File: src/rtl/mon_tx_pkg.sv
package mon_tx_pkg;
  typedef enum logic [1:0] {
    ST_IDLE = 2'd0,  // slot idle, flag inactive
    ST_WAIT = 2'd1,  // byte shown, awaiting acknowledge
    ST_HOLD = 2'd2,  // byte acknowledged, awaiting next local byte
    ST_REL  = 2'd3   // one-frame flag release with next byte shown
  } mtx_state_e;
endpackage

File: src/rtl/mon_tx_idle_gate.sv
// Counts consecutive frames in which both flags were inactive and
// tells the sequencer when a new message may begin.
module mon_tx_idle_gate #(
  parameter int IDLE_FRAMES = 2
) (
  input  logic clk,
  input  logic rst_n,
  input  logic frame_i,
  input  logic mx_n,
  input  logic mr_n,
  output logic idle_ok
);
  localparam int CW = $clog2(IDLE_FRAMES + 1);

  logic [CW-1:0] cnt_q;
  logic          both_hi;

  always_comb begin
    both_hi = mx_n & mr_n;
    idle_ok = both_hi && (cnt_q >= CW'(IDLE_FRAMES - 1));
  end

  always_ff @(posedge clk or negedge rst_n) begin
    if (!rst_n) begin
      cnt_q <= '0;
    end else if (frame_i) begin
      if (!both_hi)
        cnt_q <= '0;
      else if (cnt_q < CW'(IDLE_FRAMES))
        cnt_q <= cnt_q + 1'b1;
    end
  end
endmodule

File: src/rtl/mon_tx_ack_detect.sv
// An acknowledge is the flag sampled low after it has been sampled high
// at least once since the previous acknowledge.
module mon_tx_ack_detect (
  input  logic clk,
  input  logic rst_n,
  input  logic frame_i,
  input  logic mr_n,
  input  logic waiting,
  output logic ack_o
);
  logic armed_q;

  always_comb ack_o = frame_i & waiting & ~mr_n & armed_q;

  always_ff @(posedge clk or negedge rst_n) begin
    if (!rst_n) begin
      armed_q <= 1'b0;
    end else if (frame_i) begin
      if (mr_n)
        armed_q <= 1'b1;
      else if (ack_o)
        armed_q <= 1'b0;
    end
  end
endmodule

File: src/rtl/mon_tx_timeout.sv
// Frame counter for the acknowledge wait; TO_FRAMES = 0 removes it.
module mon_tx_timeout #(
  parameter int TO_FRAMES = 16
) (
  input  logic clk,
  input  logic rst_n,
  input  logic frame_i,
  input  logic clear_i,
  input  logic count_i,
  output logic expire_o
);
  generate
    if (TO_FRAMES == 0) begin : g_off
      always_comb expire_o = 1'b0;
      logic unused_ok;
      always_comb unused_ok = &{1'b0, clk, rst_n, frame_i, clear_i, count_i};
    end else begin : g_on
      localparam int CW = $clog2(TO_FRAMES + 1);
      logic [CW-1:0] cnt_q;

      always_comb expire_o = frame_i & count_i & (cnt_q == CW'(TO_FRAMES - 1));

      always_ff @(posedge clk or negedge rst_n) begin
        if (!rst_n)
          cnt_q <= '0;
        else if (clear_i)
          cnt_q <= '0;
        else if (frame_i && count_i && (cnt_q < CW'(TO_FRAMES - 1)))
          cnt_q <= cnt_q + 1'b1;
      end
    end
  endgenerate
endmodule

File: src/rtl/mon_tx_ctrl.sv
module mon_tx_ctrl #(
  parameter int DATA_W      = 8,
  parameter int IDLE_FRAMES = 2,
  parameter int TO_FRAMES   = 16
) (
  input  logic              clk,
  input  logic              rst_n,
  input  logic              frame_i,
  input  logic              s_valid,
  output logic              s_ready,
  input  logic [DATA_W-1:0] s_data,
  input  logic              s_last,
  output logic [DATA_W-1:0] mon_byte_o,
  output logic              mx_n_o,
  input  logic              mr_n_i,
  output logic              err_o
);
  import mon_tx_pkg::*;

  localparam logic [DATA_W-1:0] IDLE_FILL = {DATA_W{1'b1}};

  mtx_state_e        state_q, state_d;
  logic [DATA_W-1:0] byte_q, byte_d;
  logic              last_q, last_d;
  logic              mx_q, mx_d;
  logic              err_q, err_d;

  logic idle_ok, ack, expire, take, to_clear, to_count;

  mon_tx_idle_gate #(.IDLE_FRAMES(IDLE_FRAMES)) u_idle (
    .clk(clk), .rst_n(rst_n), .frame_i(frame_i),
    .mx_n(mx_q), .mr_n(mr_n_i), .idle_ok(idle_ok)
  );

  mon_tx_ack_detect u_ack (
    .clk(clk), .rst_n(rst_n), .frame_i(frame_i),
    .mr_n(mr_n_i), .waiting(state_q == ST_WAIT), .ack_o(ack)
  );

  mon_tx_timeout #(.TO_FRAMES(TO_FRAMES)) u_to (
    .clk(clk), .rst_n(rst_n), .frame_i(frame_i),
    .clear_i(to_clear), .count_i(to_count), .expire_o(expire)
  );

  always_comb begin
    s_ready  = frame_i && (((state_q == ST_IDLE) && idle_ok) || (state_q == ST_HOLD));
    take     = s_valid && s_ready;
    to_clear = take || (frame_i && (state_q == ST_REL));
    to_count = (state_q == ST_WAIT) && !ack;
  end

  always_comb begin
    state_d = state_q;
    byte_d  = byte_q;
    last_d  = last_q;
    mx_d    = mx_q;
    err_d   = err_q;
    if (frame_i) begin
      unique case (state_q)
        ST_IDLE: if (take) begin
          state_d = ST_WAIT;
          byte_d  = s_data;
          last_d  = s_last;
          mx_d    = 1'b0;
          err_d   = 1'b0;
        end
        ST_WAIT: if (ack) begin
          if (last_q) begin
            state_d = ST_IDLE;
            mx_d    = 1'b1;
            byte_d  = IDLE_FILL;
          end else begin
            state_d = ST_HOLD;
          end
        end else if (expire) begin
          state_d = ST_IDLE;
          mx_d    = 1'b1;
          byte_d  = IDLE_FILL;
          err_d   = 1'b1;
        end
        ST_HOLD: if (take) begin
          state_d = ST_REL;
          byte_d  = s_data;
          last_d  = s_last;
          mx_d    = 1'b1;
        end
        ST_REL: begin
          state_d = ST_WAIT;
          mx_d    = 1'b0;
        end
        default: state_d = ST_IDLE;
      endcase
    end
  end

  always_ff @(posedge clk or negedge rst_n) begin
    if (!rst_n) begin
      state_q <= ST_IDLE;
      byte_q  <= IDLE_FILL;
      last_q  <= 1'b0;
      mx_q    <= 1'b1;
      err_q   <= 1'b0;
    end else begin
      state_q <= state_d;
      byte_q  <= byte_d;
      last_q  <= last_d;
      mx_q    <= mx_d;
      err_q   <= err_d;
    end
  end

  always_comb begin
    mon_byte_o = byte_q;
    mx_n_o     = mx_q;
    err_o      = err_q;
  end
endmodule

File: config.mk
export PLATFORM = sky130hd
export DESIGN_NAME = mon_tx_ctrl
export DESIGN_NICKNAME = d
export VERILOG_FILES = /design/src/rtl/mon_tx_pkg.sv /design/src/rtl/mon_tx_idle_gate.sv /design/src/rtl/mon_tx_ack_detect.sv /design/src/rtl/mon_tx_timeout.sv /design/src/rtl/mon_tx_ctrl.sv
export SDC_FILE = /design/constraint.sdc
export NUM_CORES = 1
export LEC_CHECK = 0
export BUFFER_PORTS_ARGS = -buffer_cell sky130_fd_sc_hd__buf_4
export CELL_PAD_IN_SITES_DETAIL_PLACEMENT = 0
export CELL_PAD_IN_SITES_GLOBAL_PLACEMENT = 2
export CORE_ASPECT_RATIO = 0.7
export CORE_MARGIN = 3
export CORE_UTILIZATION = 30
export CTS_CLUSTER_SIZE = 28
export DETAILED_ROUTE_END_ITERATION = 12
export PLACE_DENSITY = 0.81
export SETUP_SLACK_MARGIN = 0.5
export SYNTH_ARGS = -nofsm -noshare
export SYNTH_HDL_FRONTEND = slang
export SYNTH_SLANG_ARGS = --single-unit
export TNS_END_PERCENT = 1
File: constraint.sdc
create_clock -name clk -period 1.92 [get_ports clk]
set_clock_uncertainty 0.15 [all_clocks]
set_input_delay 0.288 -clock clk [delete_from_list [all_inputs] [get_ports clk]]
set_output_delay 0.288 -clock clk [all_outputs]
set_load 0.005 [all_outputs]
* Yosys cells after proc, flatten, opt, wreduce, memory -nomap -nowiden
Index checks and enable logic that the tools add are counted.
Widths: inputs -> output; s select.
** Operators by class
- $add $sub $neg :: 2
- Bitwise gates (word level) :: 7
- Multiplexer cells :: 25
- Magnitude comparators :: 3
- Equality and inequality tests :: 12
- Reductions and logical operators :: 24
** Operators by type and width (number)
- $mux 8 :: 4
- $pmux 8 s2 :: 1
- $reduce_and 5->1 :: 3
- $mux 2 :: 7
- $mux 5 :: 2
- $ne 2x2->1 const B :: 5
- $logic_and 1x1->1 :: 8
- $mux 1 :: 8
- $pmux 2 s4 :: 1
- $reduce_bool 2->1 :: 4
- $and 1x1->1 :: 6
- $ne 3x3->1 const B :: 2
- $add 5x1->5 const B :: 1
- $eq 5x4->1 const B :: 1
- $lt 5x4->1 const B :: 1
- $eq 2x2->1 const B :: 2
- $pmux 1 s4 :: 1
- $reduce_and 2->1 :: 2
- $reduce_and 4->1 :: 1
- $reduce_and 3->1 :: 1
- $add 2x1->2 const B :: 1
- $eq 2x1->1 const B :: 1
- $ge 2x1->1 const B :: 1
- $logic_not 2->1 :: 1
- other kinds (7) :: 8
** Word-level totals
- Output and inout bits :: 11
- Word-level logic and storage cells :: 81
- Bits of input ports :: 14
- Register bits :: 21

* Logic depth before layout (Yosys ltp)
Gate-level depths: netlist of run 1.
- Depth after elaboration :: 11
- Depth in mapped cells :: 7
- Depth with buffers taken out :: 6

* By module
A second synthesis of run 1 with hierarchy kept.
** Second synthesis, totals
- Cells, all modules :: 107
- Area total of the unflattened synthesis :: 1187.4 sq um
** Modules (own cells, without submodules)
- mon_tx_ctrl :: times used 1, area each 742.0 sq um, cells each 64, seq. area each 336.6 sq um
- mon_tx_timeout :: times used 1, area each 285.3 sq um, cells each 26, seq. area each 125.1 sq um
- mon_tx_idle_gate :: times used 1, area each 110.1 sq um, cells each 13, seq. area each 50.0 sq um
- mon_tx_ack_detect :: times used 1, area each 50.0 sq um, cells each 4, seq. area each 25.0 sq um

* Worst setup path after synthesis of run 1
Ideal clock, no wire load.
- Kind :: reg-to-reg
- Start :: register u_to.g_on.cnt_q[0]
- End :: register byte_q[0] (netlist: mon_byte_o[0])
- Setup time :: 61 ps
- Required time :: 1709 ps
- Data arrival time :: 1863 ps
- Clock period less this slack :: 2074 ps
- Cell stages (with the launch flop) :: 8
- Path slack :: -154 ps
- Buffers on the path :: 1
- Path through :: dfrtp_1 ha_1 and3_1 ha_1 o311ai_0 or2_2 buf_2 o22a_1
** Between the ends
- Longest elaborated chain between the ends :: 4
** Ends and longest elaborated chain
- from (decl) :: RTL line mon_tx_timeout.sv:19 : logic [CW-1:0] cnt_q;
- from (signal assigned) :: RTL line mon_tx_timeout.sv:29 : cnt_q <= cnt_q + 1'b1;
- $eq 5x4->1 :: RTL line mon_tx_timeout.sv:21 : always_comb expire_o = frame_i & count_i & (cnt_q == CW'(TO_FRAMES - 1));
- $and 1x1->1 :: RTL line mon_tx_timeout.sv:21
- $ne 3x3->1 (no line)
- $reduce_and 5->1 (no line)
- to (signal assigned) :: RTL line mon_tx_ctrl.sv:105 : byte_q <= byte_d;
- to (decl) :: RTL line mon_tx_ctrl.sv:23 : logic [DATA_W-1:0] byte_q, byte_d;
No other way between the ends.
A chain may end at the register's enable or synchronous reset.

* Worst setup path in the final report of run 1
- Start :: register state_q[1]
- End :: register u_to.g_on.cnt_q[2]
** Between the ends
- Longest elaborated chain between the ends :: 9
- Elaborated cells between the ends (all ways) :: 19
- Classes of those cells :: 3 x eq/ne; 1 x mux; 3 x bitwise; 12 x reduce/logical
** Ends and longest elaborated chain
- from (decl) :: RTL line mon_tx_ctrl.sv:22 : mtx_state_e state_q, state_d;
- from (signal assigned) :: RTL line mon_tx_ctrl.sv:104 : state_q <= state_d;
- $eq 2x1->1 * :: RTL line mon_tx_ctrl.sv:37 : .mr_n(mr_n_i), .waiting(state_q == ST_WAIT), .ack_o(ack)
- net u_ack.waiting :: RTL line mon_tx_ack_detect.sv:8 : input logic waiting,
- $and 1x1->1 (3 in series) :: RTL line mon_tx_ack_detect.sv:13 : always_comb ack_o = frame_i & waiting & ~mr_n & armed_q;
- $logic_not 1->1 :: RTL line mon_tx_ctrl.sv:49 : to_count = (state_q == ST_WAIT) && !ack;
- $logic_and 1x1->1 * :: RTL line mon_tx_ctrl.sv:49
- $logic_and 1x1->1 * (2 in series) :: RTL line mon_tx_timeout.sv:28 : else if (frame_i && count_i && (cnt_q < CW'(TO_FRAMES - 1)))
- $reduce_bool 2->1 (no line) *
Mark *: on every way through the listed nets, which the timed path passes. The rest lies on a longest branch.

==> out/qor.csv, run 1 <==
stage,metric,value,unit
status,status,completed,
yosys,#FFs+latches synth,21,
sta,"Setup violations, final",0,
yosys,Post-synth EDFFs,0,
placed_design,routability cong.,0.785,
cts,clock-pin slew on the worst setup and hold paths,0.08,ns
pwr,clock power share,0.135,
pwr,Leak,0.000683,uW
global_routing,largest net degree at the start of global routing,22,
cts,CTS tree,done,
worst_hold_path,Hold Path Class,in2reg,
routing,total routed wirelength,2610,um
floorplanning,DIE AREA,4430,um^2
yosys,Synth top area share,0.274,
cts,Clock Sink Count,21,
global_routing,first-pass GRT wire length,4430,um
yosys,Main synth FF type,dfrtp_1,
yosys,Syn. warnings,0,
global_routing,total congestion overflow,0,
yosys,Yosys top cell by area,dfrtp_1,
yosys,Synth area leaders,"dfrtp_1 27%, dfstp_2 22%, ha_1 8.0%, o22a_1 6.4%, a21oi_1 3.2%",
routing,DRC violations left,0,
routing,vias,919,
floorplanning,Die Height,56.6,um
yosys,Mean Syn Cell Area,11.1,um^2
finish,nets,162,
sta,final period utilization,0.992,
pwr,P_int,1430,uW
finish,Layout area overhead,46.0,%
cts,clock latency on the worst-skew pair,0.27,ns
cts,CTS buffer count,3,
floorplanning,row count,17,
routing,WL/cell,14.0,um
cts,H-tree levels,1,
pwr,Sw Share,0.348,
sta,unrepaired setup endpoints after global routing,yes,
yosys,post-synth net total,120,
yosys,commonest cells in the synthesized netlist,"12 x dfrtp_1, 9 x dfstp_2, 8 x inv_1, 8 x o22a_1",
finish,share of cells above drive strength 1,0.564,
routing,antenna-violating nets left,0,
setup_path,CP max FO,4,
finish,Ant. Diodes,0,
sta,Max Clk Rate,525,MHz
placed_design,port bufs,24,
yosys,"count leader, synth",dfrtp_1,
pwr,Worst IR Drop VDD,800,uV
cts,clock root buffer master,clkbuf_8,
sta,crit path time final,1.90,ns
pwr,combinational share of power,0.500,
global_routing,vias in the first global route,964,
cts,Clock Path Buffers,2,
sta,worst slew pin tran,0.340,ns
yosys,Syn Std Cell Area,1100,um^2
sta,max-slew violation count,0,
floorplanning,Die Wd,78.3,um
floorplanning,initial core utilization,0.331,
floorplanning,IO Pins,25,
global_routing,initial antenna violation count,0,
sta,Slew HR,0.773,
finish,post-route cell area,1600,um^2
run,max_cap viols,0,
routing,Detailed Route Iter0 Violations,8,
setup_path,CP arrival,1.95,ns
setup_path,CP Data Required Time,1.97,ns
placed_design,placed cell area,1430,um^2
yosys,Syn Inst Count,99,
pwr,Switch Pwr,763,uW
pwr,pwr dens,1370,nW/um^2
yosys,sequential fraction of the synthesis area,0.489,
setup_path,CP endpoint kind,register,
pwr,Flop pwr share,0.365,
routing,vias per inst,4.91,
routing,DRT Pass-1 Iters,3,
yosys,Synth async-reset ratio,1.00,
sta,final hold violation count,0,
global_routing,gr usage total,0.131,
setup_path,CP Launch Type,register,
setup_path,Worst Setup Path Type,reg2reg,
placed_design,DP HPWL,1990,um
floorplanning,Core Area,3320,um^2
yosys,post-synthesis cell type count,38,
pwr,Overall Power,2190,uW
-- routing by layer --
layer | share of wire | vias up | global-route usage
met4 | 0.021 | 0 | 0.0623
li1 | - | 446 | -
met5 | 0 | - | 0
met1 | 0.44 | 451 | 0.157
met3 | 0.042 | 7 | 0.0449
met2 | 0.49 | 15 | 0.212
-- metrics by stage --
step / util / setup TNS [ns] / setup WS, ns / hold slack [ns] / instances
after global placement: 0.430 / -0.00223 / -0.00223 / 0.0354 / 177
final: 0.483 / 0 / 0.0152 / 0.0904 / 187
after floorplan: - / 0 / 0.0431 / -0.158 / 99
after global routing: 0.483 / -0.219 / -0.0428 / 0.0846 / 187
after detailed placement: 0.430 / -0.232 / -0.0428 / 0.0428 / 177
after CTS: 0.471 / 0 / 0.0154 / 0.0702 / 186
-- path summary, 6_finish.rpt --
check	from	endpoint	slack (ns)	depth (start not counted)
worst max register to register	state_q[1]	u_to.g_on.cnt_q[2]	0.02	6
worst max-delay path	state_q[1]	u_to.g_on.cnt_q[2]	0.02	6
min in group asynchronous	rst_n	u_to.g_on.cnt_q[3]	0.31	2
max in group asynchronous	rst_n	mx_n_o	1.03	2
worst min-delay path	s_data[3]	mon_byte_o[3]	0.09	2
worst min register to register	u_ack.armed_q	u_ack.armed_q	0.38	1
-- power groups by stage --
stage,registers (uW),logic (uW),clock network (uW)
after floorplan,794,523,0
after detailed placement,799,918,0
after global placement,786,882,0
final,800,1100,296
after CTS,789,1040,310
after global routing,829,1210,333
-- worst max-delay path: stages, from the launching register on --
cell,delay (ns)
dfrtp_1,0.41
inv_2,0.11
ha_4,0.17
nand2_2,0.06
or4_4,0.48
or3_4,0.34
a21oi_2,0.12
-- cells in the final DEF, fill, tap and decap left out, types with 2 or more instances in the layout --
cell and n:
o21ai_0 4, a21oi_2 3, dfrtp_1 12, inv_1 4, dfstp_2 9, nand2_1 3, ha_1 3, o211ai_1 2
ha_4 3, buf_4 38, or2_4 2, nor2_1 3, o22a_1 8, clkbuf_8 3, inv_2 4, mux2i_1 3
mux2_2 2, a21oi_1 3
-- cells by family (layout without fill, tap and decap cells) --
group	count (synthesis)	after routing	share of synthesized area
simple gates	22	22	0.128
fa+ha+maj	7	7	0.0798
buf+inv	11	52	0.0399
mux	5	5	0.0479
xor+xnor	1	1	0.00798
compound gates	32	32	0.208
flops	21	21	0.489
-- final cells by class --
cell class                 instances  area (um^2)
tap                               47         58.8
sequential                        21          537
timing repair buffer              40          307
inverter                           8         30.0
fill                             331         1720
multi-input combinational         67          623
clock buffer                       3         41.3
clock inverter                     1         5.00
-- state kept, by name, summed over array words and instances (netlist names) --
register	count
err_o	1
last_q	1
mon_byte_o	8
mx_n_o	1
state_q	2
u_ack.armed_q	1
u_idle.cnt_q	2
u_to.g_on.cnt_q	5
-- what timing repair did --
action / CTS / global route
setup endpoints to repair: 19 / 20
setup buffers: 4 / 1
endpoints found under the hold margin: 12 / 0
resized for setup: 9 / 12
hold buffers: 1 / 0
pin swaps: 7 / 10
(Power assumes the default switching activity.)
==> inputs of run 2 (changes only) <==
--- a/config.mk
+++ b/config.mk
@@ -10,12 +10,13 @@
 export CELL_PAD_IN_SITES_GLOBAL_PLACEMENT = 2
 export CORE_ASPECT_RATIO = 0.7
 export CORE_MARGIN = 3
-export CORE_UTILIZATION = 30
+export CORE_UTILIZATION = 31
 export CTS_CLUSTER_SIZE = 28
 export DETAILED_ROUTE_END_ITERATION = 12
-export PLACE_DENSITY = 0.81
-export SETUP_SLACK_MARGIN = 0.5
+export PLACE_DENSITY = 0.82
+export SETUP_SLACK_MARGIN = 0.1
 export SYNTH_ARGS = -nofsm -noshare
 export SYNTH_HDL_FRONTEND = slang
+export SYNTH_HIERARCHICAL = 1
 export SYNTH_SLANG_ARGS = --single-unit
 export TNS_END_PERCENT = 1
==> run 2 against run 1 <==
The run now ends with setup timing left; worst hold slack improved by 0.020 ns; final area rose by 9.8%; combinational power fell by 96%; first-iteration DRC count rose to 5.9 times the previous value; largest power group is now registers; highest routed layer unchanged; largest cell class unchanged.
==> out/qor.csv, run 2 <==
stage,metric,value,unit
routing,total routed wirelength,2900,um
cts,CTS tree,done,
setup_path,CP cell instances,inv_2 -> ha_4 -> nand2_4 -> nor3b_4 -> nand2b_4 -> inv_2 -> and3_4 -> o221ai_4 -> clkbuf_16 -> nor4_1 -> o21ba_1,
yosys,commonest cells in the synthesized netlist,"12 x dfrtp_1, 9 x dfstp_2, 8 x ha_1, 8 x nor4_1, 8 x o21ba_1",
finish,register area,537,um^2
yosys,post-synthesis cell type count,38,
routing,WL/cell,13.8,um
routing,DRC violations left,0,
finish,most frequent cells in the layout,"49 x buf_4, 12 x dfrtp_1, 9 x dfstp_2",
floorplanning,DIE AREA,4620,um^2
sta,max-slew violation count,0,
floorplanning,IO Pins,25,
routing,DRT Pass-1 Iters,4,
sta,final hold violation count,0,
yosys,sequential fraction of the synthesis area,0.452,
finish,Layout area overhead,48.1,%
global_routing,initial antenna violation count,0,
finish,"commonest non-fill, non-tap cell in the layout",buf_4,
floorplanning,initial core utilization,0.330,
placed_design,routability cong.,0.810,
pwr,Worst IR Drop VDD,243,uV
yosys,Yosys top cell by area,dfrtp_1,
cts,CTS buffer count,3,
yosys,Synth area leaders,"dfrtp_1 25%, dfstp_2 20%, ha_1 8.4%, o21ba_1 6.7%, nor4_1 4.2%",
status,status,"complete, but fails checks",
finish,footprint of the multi-input gates,663,um^2
global_routing,largest net degree at the start of global routing,22,
finish,Fillers,357,
yosys,Mean Syn Cell Area,11.1,um^2
setup_path,Slowest cell on crit path,dfrtp_1,
floorplanning,row count,18,
setup_path,CP endpoint kind,register,
global_routing,gr usage total,0.130,
yosys,post-synth net total,129,
global_routing,total congestion overflow,0,
yosys,Main synth FF type,dfrtp_1,
floorplanning,Die Height,57.8,um
yosys,Synth async-reset ratio,1.00,
cts,Clock Path Buffers,2,
setup_path,CP Launch Type,register,
yosys,Syn. warnings,6,
cts,clock-pin slew on the worst setup and hold paths,0.08,ns
floorplanning,Die Wd,80.0,um
setup_path,Worst Setup Path Type,reg2reg,
sta,setup TNS,-2.75,ns
yosys,Post-synth EDFFs,0,
status,failing checks,setup timing,
floorplanning,Core Area,3600,um^2
sta,Max Clk Rate,459,MHz
yosys,"count leader, synth",dfrtp_1,
sta,worst slew pin tran,0.362,ns
cts,clock latency on the worst-skew pair,0.26,ns
sta,unrepaired setup endpoints after global routing,yes,
yosys,Syn Inst Count,107,
worst_hold_path,Hold Path Class,in2reg,
global_routing,vias in the first global route,1022,
setup_path,CP Data Required Time,1.98,ns
yosys,Syn Std Cell Area,1190,um^2
yosys,#FFs+latches synth,21,
cts,H-tree levels,1,
routing,vias,1019,
finish,post-route cell area,1760,um^2
finish,Final Util,0.488,
finish,max FFs per register,8,
routing,antenna-violating nets left,0,
setup_path,cell family with most CP delay,simple AND/OR/NAND/NOR gates,
cts,Clock Sink Count,21,
placed_design,placed cell area,1610,um^2
setup_path,CP max FO,6,
finish,nets,183,
global_routing,first-pass GRT wire length,4660,um
routing,Detailed Route Iter0 Violations,47,
setup_path,worst path bufs/invs,3,
setup_path,CP peak stage delay,0.40,ns
sta,Final WS setup,-0.257,ns
sta,Slew HR,0.757,
setup_path,CP arrival,2.23,ns
finish,Ant. Diodes,0,
sta,"Setup violations, final",16,
placed_design,DP HPWL,2150,um
setup_path,cell repeated most along the worst path,inv_2,
pwr,Leak,0.000845,uW
routing,vias per inst,4.85,
placed_design,port bufs,24,
cts,clock root buffer master,clkbuf_8,
finish,share of cells above drive strength 1,0.525,
sta,final period utilization,1.13,
sta,crit path time final,2.18,ns
pwr,pwr dens,438,nW/um^2
yosys,Synth top area share,0.253,
run,max_cap viols,0,
run 2: changes by cell type in the layout (fill, tap and decap cells not counted), sizes merged, moves of 4 or more:
cell   delta
o22a      -8
nor4      +8
buf      +11
o21ba     +7
nor2      +4
run 2: stage by stage:
stage                     total power (uW)  hold WS, ns  setup WS (ns)  instances
after CTS                              779        0.108         -0.220        205
after detailed placement               490       0.0396         -0.195        200
final                                  771        0.110         -0.257        210
after global routing                   797        0.116         -0.346        210
after global placement                 489       0.0383         -0.134        200
after floorplan                        452       -0.158         -0.199        107
run 2: cells by family (layout without fill, tap and decap cells):
kind of cell,Yosys count,after routing,synth area share
and+or+nand+nor,38,38,0.197
AOI/OAI and AO/OA,26,26,0.179
DFF,21,21,0.452
buffers and inverters,10,63,0.0474
adders and majority gates,8,8,0.0843
muxes,4,4,0.0400
run 2: area by class of cell:
cell class	instances	area share
Sequential cell	21	0.305
Multi-Input combinational cell	76	0.377
Inverter	7	0.0149
Clock buffer	3	0.0235
Timing Repair Buffer	52	0.241
Tap cell	50	0.0356
Clock inverter	1	0.00285
run 2: routing by layer:
| layer | track usage | vias to the layer above | wire, um |
|---|---|---|---|
| li1 | - | 494 | - |
| met1 | 0.178 | 503 | 1360 |
| met2 | 0.209 | 18 | 1410 |
| met3 | 0.0326 | 4 | 110 |
| met4 | 0.0289 | 0 | 27 |
| met5 | 0 | - | 0 |
run 2: worst paths after layout:
path | startpoint | endpoint | slack (ns) | cells past startpoint
worst min-delay path | s_last | last_q | 0.11 | 2
worst max-delay path | state_q[1] | mon_byte_o[2] | -0.26 | 11
worst max register to register | state_q[1] | mon_byte_o[2] | -0.26 | 11
worst min register to register | u_ack/armed_q | u_ack/armed_q | 0.36 | 1
max in group asynchronous | rst_n | mon_byte_o[6] | 1.04 | 2
min in group asynchronous | rst_n | u_idle/cnt_q[1] | 0.29 | 2
run 2: repair_timing:
| item | 4_1_cts | 5_1_grt |
|---|---|---|
| setup buffers | 0 | 4 |
| hold buffers | 1 | 0 |
| pin swaps | 0 | 4 |
| cloned | 0 | 1 |
| endpoints found under the setup margin | 19 | 19 |
| endpoints found under the hold margin | 12 | 0 |
| resized for setup | 2 | 7 |
run 2: power by group:
group | internal, uW | switching (uW)
combinational | 20.7 | 20.7
sequential | 443 | 0.0000390
clock | 145 | 142
==> inputs of run 3 (changes only) <==
--- a/config.mk
+++ b/config.mk
@@ -5,15 +5,16 @@
 export SDC_FILE = /design/constraint.sdc
 export NUM_CORES = 1
 export LEC_CHECK = 0
+export ABC_AREA = 1
 export BUFFER_PORTS_ARGS = -buffer_cell sky130_fd_sc_hd__buf_4
 export CELL_PAD_IN_SITES_DETAIL_PLACEMENT = 0
 export CELL_PAD_IN_SITES_GLOBAL_PLACEMENT = 2
 export CORE_ASPECT_RATIO = 0.7
 export CORE_MARGIN = 3
-export CORE_UTILIZATION = 31
+export CORE_UTILIZATION = 28
 export CTS_CLUSTER_SIZE = 28
 export DETAILED_ROUTE_END_ITERATION = 12
-export PLACE_DENSITY = 0.82
+export PLACE_DENSITY = 0.81
 export SETUP_SLACK_MARGIN = 0.1
 export SYNTH_ARGS = -nofsm -noshare
 export SYNTH_HDL_FRONTEND = slang
==> run 3 against run 2 <==
The run still ends with setup timing left; register-to-register slack improved by 0.25 ns; worst hold slack got worse by 0.0012 ns; count of clock-buffer cells in the layout unchanged; utilization shrank 5.4 points; wire length is 14% higher; non-clock buffer count down 7; synthesized cell count rose by 60%; final area is 11% higher; combinational power increased to 37 times the previous value; global-route usage hardly changed; critical path type unchanged; largest cell class unchanged; highest routed layer unchanged.
==> out/qor.csv, run 3 <==
stage,metric,value,unit
pwr,Sw Share,0.418,
setup_path,CP Launch Type,register,
cts,clock-pin slew on the worst setup and hold paths,0.08,ns
cts,clock root buffer master,clkbuf_8,
routing,DRT Pass-1 Iters,4,
sta,Final WS setup,-0.0107,ns
pwr,Leak,0.00100,uW
sta,Slew HR,0.744,
status,status,"complete, but fails checks",
global_routing,total congestion overflow,0,
yosys,Post-synth EDFFs,0,
yosys,Mean Syn Cell Area,7.82,um^2
yosys,Main synth FF type,dfrtp_1,
placed_design,DP HPWL,2390,um
finish,Final Util,0.434,
pwr,P_int,1580,uW
finish,Layout area overhead,45.3,%
finish,"commonest non-fill, non-tap cell in the layout",nand2_1,
run,max_cap viols,0,
placed_design,routability cong.,0.802,
placed_design,Cells after DPL,260,
pwr,combinational share of power,0.561,
setup_path,Worst Setup Path Type,reg2reg,
finish,Fillers,451,
yosys,Yosys top cell by area,dfrtp_1,
setup_path,CP Data Required Time,1.93,ns
routing,total routed wirelength,3300,um
sta,final hold violation count,0,
floorplanning,IO Pins,25,
placed_design,Placement Setup Slack,-0.0789,ns
yosys,Syn Std Cell Area,1340,um^2
setup_path,CP max FO,4,
placed_design,port bufs,24,
yosys,#FFs+latches synth,21,
yosys,Syn. warnings,6,
finish,"non-filler cells, final",274,
routing,antenna-violating nets left,0,
yosys,"count leader, synth",nand2_1,
setup_path,cell family with most CP delay,simple AND/OR/NAND/NOR gates,
yosys,Synth top area share,0.225,
routing,vias per inst,4.45,
routing,WL/cell,12.0,um
finish,most frequent cells in the layout,"47 x nand2_1, 40 x buf_4, 25 x inv_1",
global_routing,first-pass GRT wire length,5820,um
sta,crit path time final,1.93,ns
setup_path,register-to-register setup slack,-0.01,ns
global_routing,initial antenna violation count,0,
sta,"Setup violations, final",1,
global_routing,vias in the first global route,1204,
finish,nets,242,
yosys,Syn Inst Count,171,
setup_path,CP arrival,1.94,ns
floorplanning,initial core utilization,0.299,
worst_hold_path,Hold Path Class,in2reg,
setup_path,CP peak stage delay,0.45,ns
cts,Clock Path Buffers,2,
finish,Ant. Diodes,0,
yosys,post-synth net total,193,
setup_path,worst path bufs/invs,3,
sta,worst slew pin tran,0.384,ns
setup_path,CP cell instances,ha_4 -> nand2_4 -> nor2_4 -> nor2_2 -> nand2_2 -> nor2_4 -> buf_4 -> buf_4 -> buf_6 -> nand3_2 -> a21oi_2 -> nand2_1 -> nand2_1 -> o21ai_1,
setup_path,Slowest cell on crit path,dfrtp_2,
floorplanning,Die Height,63.8,um
sta,worst hold slack,0.109,ns
floorplanning,Die Wd,88.6,um
floorplanning,Core Area,4480,um^2
floorplanning,row count,20,
pwr,clock power share,0.113,
setup_path,CP endpoint kind,register,
finish,max FFs per register,8,
cts,CTS buffer count,3,
status,failing checks,setup timing,
pwr,Worst IR Drop VDD,497,uV
cts,clock latency on the worst-skew pair,0.26,ns
yosys,Synth async-reset ratio,1.00,
global_routing,gr usage total,0.130,
yosys,sequential fraction of the synthesis area,0.401,
sta,max-slew violation count,0,
yosys,commonest cells in the synthesized netlist,"60 x nand2_1, 28 x inv_1, 15 x nand3_1, 13 x nor2_1, 12 x dfrtp_1",
yosys,post-synthesis cell type count,23,
cts,CTS tree,done,
cts,Clock Sink Count,21,
yosys,Synth area leaders,"dfrtp_1 22%, dfstp_2 18%, nand2_1 17%, inv_1 7.9%, ha_1 7.5%",
finish,share of cells above drive strength 1,0.461,
routing,DRC violations left,0,
sta,Max Clk Rate,518,MHz
floorplanning,DIE AREA,5660,um^2
routing,vias,1218,
sta,unrepaired setup endpoints after global routing,yes,
pwr,pwr dens,1400,nW/um^2
pwr,Switch Pwr,1140,uW
sta,final period utilization,1.01,
cts,H-tree levels,1,
global_routing,largest net degree at the start of global routing,22,
routing,Detailed Route Iter0 Violations,28,
pwr,Flop pwr share,0.326,
-- run 3: logic make-up (layout without fill, tap and decap cells) --
kind of cell | Yosys count | in the layout | synth area share
AO/OA/AOI/OAI | 8 | 8 | 0.0299
adder cells (fa/ha/maj) | 8 | 8 | 0.0748
buffers and inverters | 31 | 78 | 0.101
flip-flops | 21 | 21 | 0.401
AND/OR/NAND/NOR | 103 | 104 | 0.393
-- run 3: power groups by stage --
stage / Combinational, uW / Clock (uW) / Sequential [uW]
after floorplan: 802 / 0 / 858
after global placement: 1220 / 0 / 856
after detailed placement: 1250 / 0 / 859
after CTS: 1410 / 314 / 860
after global routing: 1710 / 339 / 909
final: 1530 / 306 / 887
-- run 3: path summary, 6_finish.rpt --
check	startpoint	end	depth (start not counted)
worst max-delay path	state_q[0]	err_o	14
worst min-delay path	mr_n_i	u_ack/armed_q	3
worst max register to register	state_q[0]	err_o	14
worst min register to register	mon_byte_o[6]	mon_byte_o[6]	2
max in group asynchronous	rst_n	mon_byte_o[5]	2
min in group asynchronous	rst_n	u_idle/cnt_q[0]	2
-- run 3: final cells by class --
cell class              count  area [um^2]  share of cell area
repair buffers             45          355               0.183
multi-input cells         120          826               0.425
flip-flops and latches     21          538               0.277
clock inverters             1         5.00             0.00258
clock buffers               3         41.3              0.0212
inverters                  29          109              0.0560
well taps                  55         68.8              0.0354
-- run 3: repair_timing --
action                                  CTS  global route
hold endpoints to repair                 12             0
pin swaps                                18            21
hold buffers                              1             0
setup buffers                             7             2
endpoints found under the setup margin   15            18
cloned                                    1             0
gates resized for setup                  20            25
-- run 3: routing by layer --
layer / wire, um / track usage
met1: 1690 / 0.196
met2: 1450 / 0.187
met3: 148 / 0.0412
met4: 8 / 0.0113
met5: 0 / 0
-- run 3: per-stage QoR --
stage / TNS, ns / power (uW) / area (um^2)
after floorplan: 0 / 1660 / 1350
after global placement: 0 / 2070 / 1660
after detailed placement: -0.593 / 2110 / 1660
after CTS: -0.334 / 2580 / 1840
after global routing: -1.38 / 2960 / 1940
final: -0.0107 / 2720 / 1940
-- run 3: worst reg2reg max path: cells and delay by family, from the launching register on --
kind | cells | cell delay [ns]
buffers and inverters | 3 | 0.28
adder cells (fa/ha/maj) | 1 | 0.19
AO/OA/AOI/OAI | 2 | 0.16
AND/OR/NAND/NOR | 8 | 0.59
flip-flops | 1 | 0.45
